$ cat src/rtl/interp4_pkg.sv
package interp4_pkg;
  localparam int SAMP_W   = 14;
  localparam int COEF_W   = 16;
  localparam int S1_NPAIR = 14;
  localparam int S1_SHIFT = 15;
  localparam int S2_NPAIR = 2;
  localparam int S2_SHIFT = 4;

  // pair 0 (nearest the centre) at the LSB end
  localparam logic [S1_NPAIR*COEF_W-1:0] S1_COEFS = {
    -16'sd9,    16'sd38,   -16'sd92,   16'sd175,  -16'sd291,  16'sd449,  -16'sd657,
     16'sd934, -16'sd1300,  16'sd1811, -16'sd2572, 16'sd3874, -16'sd6772, 16'sd20796
  };
  localparam logic [S2_NPAIR*COEF_W-1:0] S2_COEFS = {-16'sd1, 16'sd9};
endpackage

$ cat src/rtl/interp4_capture.sv
module interp4_capture #(
  parameter int W = 14
) (
  input  logic                clk_i,
  input  logic                rst_ni,
  input  logic                data_clk_i,
  input  logic [W-1:0]        data_i,
  output logic                rise_o,
  output logic [1:0]          ph_o,
  output logic signed [W-1:0] samp_o,
  output logic signed [W-1:0] in_q_o
);
  logic dclk_q;

  assign rise_o = data_clk_i & ~dclk_q;
  assign samp_o = {~data_i[W-1], data_i[W-2:0]};

  always_ff @(posedge clk_i or negedge rst_ni) begin
    if (!rst_ni) begin
      dclk_q <= 1'b0;
      ph_o   <= 2'd0;
      in_q_o <= '0;
    end else begin
      dclk_q <= data_clk_i;
      if (rise_o) begin
        ph_o   <= 2'd0;
        in_q_o <= samp_o;
      end else begin
        ph_o <= ph_o + 2'd1;
      end
    end
  end
endmodule

$ cat src/rtl/interp4_hb.sv
module interp4_hb #(
  parameter int W     = 14,
  parameter int NPAIR = 2,
  parameter int CW    = 16,
  parameter int SHIFT = 4,
  parameter logic [NPAIR*CW-1:0] COEFS = '0
) (
  input  logic                clk_i,
  input  logic                rst_ni,
  input  logic                shift_i,
  input  logic signed [W-1:0] din_i,
  output logic signed [W-1:0] copy_o,
  output logic signed [W-1:0] mid_o
);
  localparam int DEPTH = 2 * NPAIR;
  localparam int AW    = W + CW + $clog2(NPAIR) + 2;
  localparam logic signed [AW-1:0] HALF = AW'(1) << (SHIFT - 1);
  localparam logic signed [AW-1:0] MAXV = AW'((1 << (W - 1)) - 1);
  localparam logic signed [AW-1:0] MINV = -MAXV - AW'(1);

  logic signed [W-1:0]  hist_q [DEPTH];
  logic signed [AW-1:0] prod   [NPAIR];
  logic signed [AW-1:0] acc, rnd, shf;

  always_ff @(posedge clk_i or negedge rst_ni) begin
    if (!rst_ni) begin
      for (int i = 0; i < DEPTH; i++) hist_q[i] <= '0;
    end else if (shift_i) begin
      hist_q[0] <= din_i;
      for (int i = 1; i < DEPTH; i++) hist_q[i] <= hist_q[i-1];
    end
  end

  for (genvar k = 0; k < NPAIR; k++) begin : g_tap
    localparam logic signed [CW-1:0] C = COEFS[k*CW +: CW];
    logic signed [W:0] pair;
    assign pair    = {hist_q[NPAIR-1-k][W-1], hist_q[NPAIR-1-k]}
                   + {hist_q[NPAIR+k][W-1], hist_q[NPAIR+k]};
    assign prod[k] = AW'(pair) * AW'(C);
  end

  always_comb begin
    acc = '0;
    for (int k = 0; k < NPAIR; k++) acc = acc + prod[k];
    rnd = acc + HALF;
    shf = rnd >>> SHIFT;
    if (shf > MAXV)      mid_o = MAXV[W-1:0];
    else if (shf < MINV) mid_o = MINV[W-1:0];
    else                 mid_o = shf[W-1:0];
  end

  assign copy_o = hist_q[NPAIR];
endmodule

$ cat src/rtl/interp4_top.sv
module interp4_top
  import interp4_pkg::*;
#(
  parameter int W = SAMP_W
) (
  input  logic         clk_i,
  input  logic         rst_ni,
  input  logic         data_clk_i,
  input  logic [W-1:0] data_i,
  input  logic         snooze_i,
  output logic [W-1:0] data_o
);
  logic                rise;
  logic [1:0]          ph;
  logic signed [W-1:0] samp, in_q;
  logic signed [W-1:0] s1_copy, s1_mid, s1_hold;
  logic signed [W-1:0] s2_in, s2_copy, s2_mid, out_q;

  interp4_capture #(.W(W)) u_cap (
    .clk_i, .rst_ni, .data_clk_i, .data_i,
    .rise_o(rise), .ph_o(ph), .samp_o(samp), .in_q_o(in_q)
  );

  interp4_hb #(
    .W(W), .NPAIR(S1_NPAIR), .CW(COEF_W), .SHIFT(S1_SHIFT), .COEFS(S1_COEFS)
  ) u_s1 (
    .clk_i, .rst_ni, .shift_i(rise & ~snooze_i), .din_i(samp),
    .copy_o(s1_copy), .mid_o(s1_mid)
  );

  // stage-1 interpolated value is parked until the second 2x slot
  always_ff @(posedge clk_i or negedge rst_ni) begin
    if (!rst_ni)                       s1_hold <= '0;
    else if (!snooze_i && ph == 2'd0)  s1_hold <= s1_mid;
  end

  assign s2_in = ph[1] ? s1_hold : s1_copy;

  interp4_hb #(
    .W(W), .NPAIR(S2_NPAIR), .CW(COEF_W), .SHIFT(S2_SHIFT), .COEFS(S2_COEFS)
  ) u_s2 (
    .clk_i, .rst_ni, .shift_i(~snooze_i & ~ph[0]), .din_i(s2_in),
    .copy_o(s2_copy), .mid_o(s2_mid)
  );

  always_ff @(posedge clk_i or negedge rst_ni) begin
    if (!rst_ni)       out_q <= '0;
    else if (snooze_i) out_q <= in_q;
    else               out_q <= ph[0] ? s2_copy : s2_mid;
  end

  assign data_o = {~out_q[W-1], out_q[W-2:0]};
endmodule

$ cat config.mk
export PLATFORM = sky130hd
export DESIGN_NAME = interp4_top
export DESIGN_NICKNAME = d
export VERILOG_FILES = /design/src/rtl/interp4_pkg.sv /design/src/rtl/interp4_capture.sv /design/src/rtl/interp4_hb.sv /design/src/rtl/interp4_top.sv
export SDC_FILE = /design/constraint.sdc
export NUM_CORES = 2
export LEC_CHECK = 0
export ABC_AREA = 1
export BUFFER_PORTS_ARGS = -buffer_cell sky130_fd_sc_hd__buf_2
export CORE_ASPECT_RATIO = 1.25
export CORE_MARGIN = 2
export CORE_UTILIZATION = 40
export CTS_BUF_LIST = sky130_fd_sc_hd__clkbuf_4 sky130_fd_sc_hd__clkbuf_8
export CTS_CLUSTER_SIZE = 12
export DETAILED_ROUTE_END_ITERATION = 8
export HOLD_SLACK_MARGIN = 0.03
export PLACE_DENSITY = 0.59
export REMOVE_ABC_BUFFERS = 1
export SLEW_MARGIN = 25
export SYNTH_ARGS = -nofsm -noshare
export SYNTH_HDL_FRONTEND = slang
export SYNTH_HIERARCHICAL = 1
export SYNTH_SLANG_ARGS = --single-unit
$ cat constraint.sdc
create_clock -name clk_i -period 16.5 [get_ports clk_i]
set_clock_uncertainty 0.2 [all_clocks]
set_input_delay 2.475 -clock clk_i [delete_from_list [all_inputs] [get_ports clk_i]]
set_output_delay 2.475 -clock clk_i [all_outputs]
set_load 0.02 [all_outputs]
==> out/metrics.cfg <==
[cts]
clkSinkCount=493
cts_setup_buffers=0
clockBufferDepth=3
cts_hold_buf=0
cts_resized=0
clkTransAtPathRegs_ns=0.06
clk_latency_ns=0.82
cts.htree.levels=3
cts_tree=built
cts_made_buffers=90
cts_root_buf=clkbuf_8

[die]
initial_core_util=0.4020
dieArea_um2=212200
rows=187
io_pins=32
die_y_um=514.6
die_w_um=412.5
core_area_um2=207500

[layout]
drive_gt1_frac=0.03755
fin_area_um2=88450
nNetsFinal=12130
fillers=20790
instances_no_fill=12420
area_growth_pct=6.025
finalCoreUtilization=0.4262

[drt]
first_iter_violations=3988
drc_errors=0
routed_wl_mm=267.1
vias_per_cell=4.975
first_pass_iters=7
vias=61760
wl_per_cell_um=21.52
final_antenna_net_count=0

[yosys]
yosysTopAreaCell=fa_1
synthDistinctLibCells=69
ys_warn_count=6
synth-seq-cells=493
yosys-top-cells-count=inv_1 (2,574), ha_1 (1,283), nand2_1 (1,265)
synth_top_area_share=0.2937
synthesis.instances=9616
ys.flop_type=dfrtp_1
async_reset_ff_frac=1.000
synth_edf_count=0
synth_area_leaders=fa_1 (29%), ha_1 (19%), dfrtp_1 (15%)
syn-cell-area_um2=83420
ys_seq_area_frac=0.1479
synth_area_per_cell_um2=8.675
yosysMostFrequentCell=inv_1

[setup_path]
worst_ep_arrival_time_ns=15.55
cp_common_cell=fa_1
worstSetupPathType=reg2reg
end_kind=flip-flop
max_stage_delay_ns=0.62
cp.required_ns=17.02
startpoint_type=flip-flop
crit_fanout=13
slowest_stage=fa_1

[timing]
period_minus_slack_ns=15.03
fmax_mhz=66.55
slew_headroom=0.1764
rsz0062_at_grt=no
hold_viol=0
setup_viol=0
slew_viol_final=0
worst_pin_slew_ns=1.231
min_period_over_period=0.9107

[run_status]
run_status=completed

[placement]
dpl.cell_count=12250
port_buffers=31
dp_hpwl_mm=238.2
placed_cell_area_um2=86420
gp_congestion=1.019

[grt]
grt_max_degree=264
antenna_found_initial=8
grt_pass1_vias=65270
grt_pass1_wl_mm=402.8
grt_usage=0.2567
grt-ovfl-total=0

[min_path]
hold_path_class=reg2reg

[flow_run]
cap_violations=0

[flip-flops by register name (all words and copies together) (netlist names)]
signal and flops:
out_q 14, s1_hold 14, u_cap/dclk_q 1, u_cap/in_q_o 14, u_cap/ph_o 2, u_s1/copy_o 14
u_s1/hist_q 378, u_s2/copy_o 14, u_s2/hist_q 42
[critical path, delay by kind of cell, from the launching register on]
kind	cells	cell delay, ns
xor gates and xnor gates	2	0.42
AOI/OAI and AO/OA	10	2.62
buffers and inverters	12	1.03
DFF	1	0.40
and+or+nand+nor	15	1.56
adders and majority gates	18	8.67
[cell type report]
class                   instances  area [um2]  share of cell area
inverters                    2581        9688              0.1095
multi-input cells            6360       60470              0.6837
diodes                          7       17.52           0.0001981
clock buffers                 134        1669             0.01887
repair buffers                 75       551.8            0.006239
flip-flops and latches        493       12340              0.1395
well taps                    2740        3428             0.03876
clock inverters                25       285.3            0.003225
[cell usage in the layout (no fill, tap or decap), types with 7 or more instances in the layout]
cell type,synthesis,final
nor4_1,13,13
xnor2_2,3,7
o21ai_1,13,15
o31ai_1,15,15
inv_1,2574,2574
a21o_1,24,24
nand3_1,226,226
dfrtp_1,493,493
nand2_1,1265,1265
o21ai_2,14,14
o21a_1,9,9
buf_2,8,30
mux2_2,15,15
nor3_1,59,59
a31oi_1,26,26
fa_1,1224,1224
nand2_2,18,18
clkinv_2,0,11
a21oi_1,616,616
xor2_1,300,292
xnor2_1,136,132
nand4_1,31,31
o21bai_1,54,54
or2_2,12,12
inv_2,7,7
o211ai_1,20,20
o21ai_0,394,392
ha_1,1283,1283
xor2_2,8,16
a21oi_2,7,7
nor2_1,488,486
diode_2,0,7
clkbuf_4,0,28
buf_4,57,38
nand3b_1,12,12
clkbuf_8,0,106
[layer usage]
metal | vias to the layer above | share of wire | global-route usage
li1 | 29280 | - | -
met1 | 30760 | 0.40 | 0.3166
met2 | 1320 | 0.49 | 0.4407
met3 | 403 | 0.039 | 0.02484
met4 | 0 | 0.066 | 0.1394
met5 | - | 0 | 0
[cell families after synthesis]
logic type | Yosys count | synth area share
other cells | 1 | 0.00004495
buf+inv | 2763 | 0.1285
mux | 15 | 0.002025
simple gates | 2152 | 0.1054
compound gates | 1236 | 0.08138
flops | 493 | 0.1479
xor+xnor | 449 | 0.04858
fa+ha+maj | 2507 | 0.4862
[through the flow]
step	TNS (ns)	worst slack (ns)	hold slack [ns]
after CTS	0	1.369	0.2821
after global placement	0	1.283	0.2617
after global routing	0	0.5263	0.3187
after floorplan	-3976.63	-11.13	0.2417
final	0	1.473	0.2767
after detailed placement	0	1.424	0.2647
[final timing paths]
kind / from / endpoint / slack, ns / cells after the start
min in group asynchronous: rst_ni / u_s1/hist_q[24] / 1.52 / 1
hold / removal: u_s2/hist_q[54] / u_s2/hist_q[40] / 0.28 / 2
max in group asynchronous: rst_ni / u_s1/hist_q[123] / 11.66 / 4
setup / recovery: u_s1/hist_q[116] / s1_hold[12] / 1.47 / 57
hold reg to reg: u_s2/hist_q[54] / u_s2/hist_q[40] / 0.28 / 2
setup reg to reg: u_s1/hist_q[116] / s1_hold[12] / 1.47 / 57
Power is left out: the tool's default activity adds up to more than one toggle a clock period on the data nets, which glitch-free logic cannot reach.
